**src/rtl/swz_pkg.sv**
```systemverilog
package swz_pkg;

  typedef struct packed {
    logic [2:0] span_lg;  // log2 of span bytes
    logic [2:0] atom_lg;  // log2 of chunk bytes
    logic       flip;     // swap 8-byte halves on odd rows
    logic       known;
  } swz_cfg_t;

  localparam logic [1:0] ILV_NONE = 2'd0;
  localparam logic [1:0] ILV_16   = 2'd1;
  localparam logic [1:0] ILV_32   = 2'd2;

endpackage

```
**src/rtl/swz_decode.sv**
```systemverilog
module swz_decode
  import swz_pkg::*;
(
  input  logic [2:0] mode_i,
  output swz_cfg_t   cfg_o
);
  always_comb begin
    cfg_o = '{span_lg: 3'd4, atom_lg: 3'd4, flip: 1'b0, known: 1'b1};
    unique case (mode_i)
      3'd0: ;
      3'd1: begin cfg_o.span_lg = 3'd5; cfg_o.atom_lg = 3'd4; end
      3'd2: begin cfg_o.span_lg = 3'd6; cfg_o.atom_lg = 3'd4; end
      3'd3: begin cfg_o.span_lg = 3'd7; cfg_o.atom_lg = 3'd4; end
      3'd4: begin cfg_o.span_lg = 3'd7; cfg_o.atom_lg = 3'd5; end
      3'd5: begin cfg_o.span_lg = 3'd7; cfg_o.atom_lg = 3'd5; cfg_o.flip = 1'b1; end
      3'd6: begin cfg_o.span_lg = 3'd7; cfg_o.atom_lg = 3'd6; end
      default: cfg_o.known = 1'b0;
    endcase
  end
endmodule

```
**src/rtl/swz_permute.sv**
```systemverilog
module swz_permute
  import swz_pkg::*;
#(
  parameter int OFF_W = 16,
  parameter int ROW_W = 8
) (
  input  swz_cfg_t           cfg_i,
  input  logic [ROW_W-1:0]   row_i,
  input  logic [OFF_W-1:0]   off_i,
  output logic [OFF_W-1:0]   off_o
);
  logic [2:0]       nbits;
  logic [2:0]       rsel;
  logic [OFF_W-1:0] xv;

  always_comb begin
    nbits = cfg_i.span_lg - cfg_i.atom_lg;
    rsel  = row_i[2:0] & 3'((4'd1 << nbits) - 4'd1);
    xv    = OFF_W'(rsel) << cfg_i.atom_lg;
    if (cfg_i.flip && row_i[0]) xv[3] = 1'b1;
    off_o = off_i ^ xv;
  end
endmodule

```
**src/rtl/swz_legal.sv**
```systemverilog
module swz_legal
  import swz_pkg::*;
#(
  parameter int WID_W = 16
) (
  input  swz_cfg_t         cfg_i,
  input  logic [2:0]       mode_i,
  input  logic [1:0]       ilv_i,
  input  logic [WID_W-1:0] box_bytes_i,
  output logic             illegal_o
);
  logic [WID_W:0] span_bytes;
  logic           too_wide;

  always_comb begin
    span_bytes = (WID_W+1)'(1) << cfg_i.span_lg;
    too_wide   = {1'b0, box_bytes_i} > span_bytes;
    illegal_o  = !cfg_i.known || (ilv_i == 2'd3);
    if (ilv_i == ILV_32 && mode_i != 3'd1) illegal_o = 1'b1;
    if (ilv_i == ILV_NONE && mode_i != 3'd0 && too_wide) illegal_o = 1'b1;
  end
endmodule

```
**src/rtl/swz_map.sv**
```systemverilog
module swz_map
  import swz_pkg::*;
#(
  parameter int OFF_W   = 16,
  parameter int ROW_W   = 8,
  parameter int WID_W   = 16,
  parameter bit REG_OUT = 1'b1
) (
  input  logic             clk_i,
  input  logic             rst_ni,
  input  logic [2:0]       mode_i,
  input  logic [1:0]       ilv_i,
  input  logic [ROW_W-1:0] row_i,
  input  logic [OFF_W-1:0] off_i,
  input  logic [WID_W-1:0] box_bytes_i,
  output logic [OFF_W-1:0] off_o,
  output logic             illegal_o
);
  swz_cfg_t         cfg;
  logic [OFF_W-1:0] swz_off;
  logic             ill_c;

  swz_decode u_dec (.mode_i(mode_i), .cfg_o(cfg));

  swz_permute #(.OFF_W(OFF_W), .ROW_W(ROW_W)) u_perm (
    .cfg_i(cfg), .row_i(row_i), .off_i(off_i), .off_o(swz_off)
  );

  swz_legal #(.WID_W(WID_W)) u_leg (
    .cfg_i(cfg), .mode_i(mode_i), .ilv_i(ilv_i),
    .box_bytes_i(box_bytes_i), .illegal_o(ill_c)
  );

  generate
    if (REG_OUT) begin : g_reg
      always_ff @(posedge clk_i or negedge rst_ni) begin
        if (!rst_ni) begin
          off_o     <= '0;
          illegal_o <= 1'b0;
        end else begin
          off_o     <= swz_off;
          illegal_o <= ill_c;
        end
      end
    end else begin : g_comb
      assign off_o     = swz_off;
      assign illegal_o = ill_c;
    end
  endgenerate

  always_comb begin
    if (mode_i == 3'd0)
      assert_mode0_ident_R1: assert (swz_off == off_i);
    if (mode_i inside {3'd1, 3'd2, 3'd3})
      assert_nibble_keep_R2: assert (swz_off[3:0] == off_i[3:0]);
    assert_high_keep_R6: assert (swz_off[OFF_W-1:7] == off_i[OFF_W-1:7]);
    if (ilv_i == 2'd2 && mode_i != 3'd1)
      assert_ilv32_flag_R8: assert (ill_c);
    if (mode_i == 3'd7)
      assert_unknown_mode_R9: assert (ill_c && swz_off == off_i);
  end
endmodule

```
**config.mk**
```make
export PLATFORM = sky130hd
export DESIGN_NAME = swz_map
export DESIGN_NICKNAME = d
export VERILOG_FILES = /design/src/rtl/swz_pkg.sv /design/src/rtl/swz_decode.sv /design/src/rtl/swz_permute.sv /design/src/rtl/swz_legal.sv /design/src/rtl/swz_map.sv
export SDC_FILE = /design/constraint.sdc
export NUM_CORES = 1
export LEC_CHECK = 0
export BUFFER_PORTS_ARGS = -buffer_cell sky130_fd_sc_hd__buf_2
export CORE_ASPECT_RATIO = 1.75
export CORE_MARGIN = 1.5
export CORE_UTILIZATION = 50
export CTS_CLUSTER_SIZE = 16
export DETAILED_ROUTE_END_ITERATION = 16
export GPL_TIMING_DRIVEN = 0
export PLACE_DENSITY = 0.86
export SLEW_MARGIN = 20
export SYNTH_ARGS = -nofsm -noshare
export SYNTH_HDL_FRONTEND = slang
export SYNTH_HIERARCHICAL = 1
export SYNTH_SLANG_ARGS = --single-unit
```
**constraint.sdc**
```tcl
create_clock -name clk_i -period 0.8 [get_ports clk_i]
set_input_delay 0.08 -clock clk_i [delete_from_list [all_inputs] [get_ports clk_i]]
set_output_delay 0.08 -clock clk_i [all_outputs]
set_load 0.005 [all_outputs]
```
# Yosys cells after proc, flatten, opt, wreduce, memory -nomap -nowiden
# Cells that the tools add are included.
[word_totals] regBits=17 latch_bits=0 ram_bits=0 mem_bits_ro=0 inputBits=47 out_inout_bits=17 word_cells=36 memories=0
[op_classes] n_addsub=2 n_mul=0 n_div=0 order_cmp=1 n_eq_ne=9 shifts=3 muxes=6 n_bitwise=2 n_reduce_logical=11
[op_table] op="5-bit one-hot mux with 5 select lines" n=1
[op_table] op="16-bit by 17-bit greater-than comparator with 1-bit output" n=1
[op_table] op="1-bit by 3-bit << shifter with 17-bit output (first input constant)" n=1
[op_table] op="3-bit by 3-bit << shifter with 16-bit output" n=1
[op_table] op="16-bit bitwise XOR" n=1
[op_table] op="3-bit equality test (second input constant)" n=3
[op_table] op="7-bit OR reduction" n=1
[op_table] op="3-bit by 2-bit equality test with 1-bit output (second input constant)" n=2
[op_table] op="1-bit two-way mux" n=5
[op_table] op="2-bit equality test (second input constant)" n=2
[op_table] op="1-bit logical AND" n=4
[op_table] op="3-bit AND" n=1
[op_table] op="3-bit by 1-bit equality test with 1-bit output (second input constant)" n=1
[op_table] op="3-bit logical NOT" n=1
[op_table] op="3-bit by 1-bit inequality test with 1-bit output (second input constant)" n=1
[op_table] op="3-bit nonzero test" n=1
[op_table] op="1-bit by 3-bit << shifter with 3-bit output (first input constant)" n=1
[op_table] op="3-bit by 1-bit subtractor with 3-bit output (second input constant)" n=1
[op_table] op="3-bit subtractor" n=1
[op_table] op="2-bit logical NOT" n=1
[op_table] op="2-bit OR reduction" n=1
[op_table] op="1-bit logical NOT" n=1
[op_table] op="1-bit logical OR" n=1

# Longest topological paths before layout
[depth] word_depth=10 mapped_depth=13

# Hierarchy
# Netlist, hierarchy kept.
[modules_own_cells] mod="swz_permute" n_inst=1 cells_per_inst=73 area_each_um2=521.8
[modules_own_cells] mod="swz_map" n_inst=1 cells_per_inst=17 area_each_um2=425.4
[modules_own_cells] mod="swz_legal" n_inst=1 cells_per_inst=39 area_each_um2=315.3
[modules_own_cells] mod="swz_decode" n_inst=1 cells_per_inst=10 area_each_um2=67.6

# Least setup slack after synthesis
# Ideal clock, no wire load.
[synth_timing] path_type="input to register" start="in mode_i[2]" end="reg off_o[3]" setup_ns=0.132 arrival_ns=2.861 t_required_ns=0.668 path_slack_ns=-2.193 path_stages=13 n_path_buf=0 cell_sequence="nand3_2 -> o21a_1 -> inv_1 -> ha_1 -> fa_1 -> xnor3_2 -> nand3_1 -> ha_1 -> or3b_1 -> a22oi_2 -> nor2_1 -> a31o_1 -> or3b_1"
[synth_lines] item="start, declared" line="swz_map.sv:11" source="input logic [2:0] mode_i,"
[synth_lines] item="end signal, assigned" line="swz_map.sv:41" source="off_o <= swz_off;"
[synth_lines] item="end, declared" line="swz_map.sv:16" source="output logic [OFF_W-1:0] off_o,"

==> flow_summary.toml <==
[floorplan]
core.rowCount = 24
core_area_um2 = 2522
die_w_um = 41.99
ioPinCount = 64
start_util_pct = 52.73
dieHeight_um = 71.23
dieArea_um2 = 2990

[final_layout]
multiInputGateArea_um2 = 949.7
final_common_cell = "buf_2"
drive_gt1_share_pct = 49.54
syn2layout_area_growth_pct = 52.78
layout.nets = 277
regArea_um2 = 425.4
post-route-util_pct = 80.56
final_cell_mix = "buf_2 (49), buf_4 (23), dfrtp_1 (17), nand2_1 (9)"
n_fill_cell = 167
antenna_cells = 0

[global_route]
track_usage_pct = 27.99
grt_pass1_vias = 1531
antenna_found_initial = 0
grt_max_degree = 18
grt-ovfl-total = 0
grt_pass1_wl_um = 6368

[routing]
wl_um = 4056
ant_nets = 0
wl_per_cell_um = 16.62
viasPerCell = 5.844
drt_iter0_drc = 34
vias = 1426
firstDrtPassIters = 4
drc_errors = 0

[clocking]
clkSlewWorstSetupHoldPaths_ns = 0.06
cts_tree = "built"
cts_num_sinks = 17
htreeDepth = 1
numCtsBuffers = 3
clk_path_buf_depth = 2
root_buffer = "clkbuf_8"

[logic_synthesis]
yosysSeqAreaShare_pct = 31.98
yosysWarnings = 6
async_flop_share_pct = 100.0
synthDistinctLibCells = 49
synth.area.top_cells = "dfrtp_1 (32%), ha_1 (9.4%), buf_4 (5.1%)"
postSynthAreaPerCell_um2 = 9.569
ys.flop_type = "dfrtp_1"
synth_edf_count = 0
synth_seq_cells = 17
yosys.area.top_type = "dfrtp_1"
syn_area_um2 = 1330
synth_top_cell_area_share_pct = 31.98
postSynthCellCount = 139

[pwr]
totalPowerFinal_mw = 2.620
ir_drop_v = 0.0008175
power.leakage_nw = 0.9525
power_density_nw_per_um2 = 1289

[place]
gp_congestion = 0.7693
dp_hpwl_um = 2620
place.port_buffers = 52

[timing]
rsz0062_at_grt = "yes"
period_needed_ns = 2.610
setup_ws_ns = -1.810
setup_violations = 21
fin_crit_sh_pct = 326.2
fmax_mhz = 383.2
hold_violations = 0
slew_violations = 0

[critical_path]
cp_max_fo = 5
arrival_ns = 2.74
end_kind = "register"
crit_required_ns = 0.93
crit_type = "input port to register"
start_kind = "input port"

[outcome]
violations = "negative setup slack"
outcome = "finished, violations left"

[worst_hold_path]
worstHoldPathType = "input port to register"

[job]
drv_cap = 0
==> through the flow <==
stage / worst slack [ns] / hold slack [ns] / TNS [ns] / cells / cell area, µm²
final: -1.810 / 0.005897 / -11.40 / 244 / 2032
after global routing: -1.915 / 0.002874 / -12.56 / 244 / 2032
after CTS: -1.786 / 0.003543 / -11.21 / 240 / 1981
after detailed placement: -2.333 / 0.004600 / -14.73 / 218 / 1679
after global placement: -2.265 / -0.002093 / -14.12 / 218 / 1679
after floorplan: -1.931 / -0.2156 / -11.56 / 140 / 1386
==> registers in the layout, indices dropped and copies added, names as in the netlist <==
name       cells
off_o         16
illegal_o      1
==> per-layer routing <==
layer / vias up / GRT usage (%) / share of wire [%]
met5: - / 0 / 0
met4: 0 / 18.64 / 5.4
met3: 23 / 5.038 / 6.3
met2: 83 / 56.94 / 57
met1: 663 / 22.46 / 32
li1: 657 / - / -
==> power breakdown <==
part,switching (mW),leakage (nW),internal [mW]
Clock,0.260,0.0228,0.354
Sequential,0.0177,0.197,0.938
Combinational,0.492,0.733,0.559
Total,0.769,0.952,1.85
==> critical path, stage by stage <==
cell and delay [ns]:
buf_12 0.11, buf_4 0.13, and3b_2 0.23, fa_2 0.40
xnor3_2 0.28, nand3b_1 0.13, ha_4 0.24, or3b_4 0.37
a22oi_2 0.16, nor2_1 0.07, a31o_1 0.18, or3b_1 0.35
==> final timing paths <==
kind	from	end	slack, ns	cells after the start
max	mode_i[2]	off_o[3]	-1.81	12
min	off_i[4]	off_o[4]	0.006	2
max in group asynchronous	rst_ni	off_o[7]	0.27	2
min in group asynchronous	rst_ni	off_o[11]	0.28	2
==> cells in the mapped netlist (all sizes together) (2+ instances only) <==
master,n
a21o,2
a21oi,4
a22oi,2
a31oi,2
and3,2
and3b,2
and4b,2
buf,10
dfrtp,17
ha,10
inv,5
nand2,10
nand3,8
nand3b,5
nor2,5
nor2b,6
nor3,3
nor4b,3
o2111ai,2
o21a,2
o21ai,3
or3,2
or3b,4
xnor2,6
xor2,4
==> what timing repair did <==
action	in CTS	in global routing
gates resized for setup	24	7
endpoints found under the hold margin	23	0
setup buffers	11	5
hold buffers	7	0
setup endpoints to repair	25	25
pin swaps	10	9
==> cell type report <==
cell class | count | area share (%)
repair buffers | 74 | 23.77
flip-flops and latches | 17 | 20.94
plain buffers | 11 | 3.695
clock buffers | 4 | 2.217
inverters | 5 | 1.047
multi-input cells | 107 | 46.74
well taps | 26 | 1.601
==> kinds of logic (layout without fill, tap and decap cells) <==
kind of cell | Yosys count | in the layout | synth area share, %
and+or+nand+nor | 58 | 58 | 27.85
AOI/OAI and AO/OA | 25 | 25 | 13.55
DFF | 17 | 17 | 31.99
buffers and inverters | 16 | 94 | 7.055
adders and majority gates | 11 | 11 | 10.91
xor gates and xnor gates | 11 | 11 | 8.372
other | 1 | 2 | 0.2819
Power figures use the tool's default switching activity.
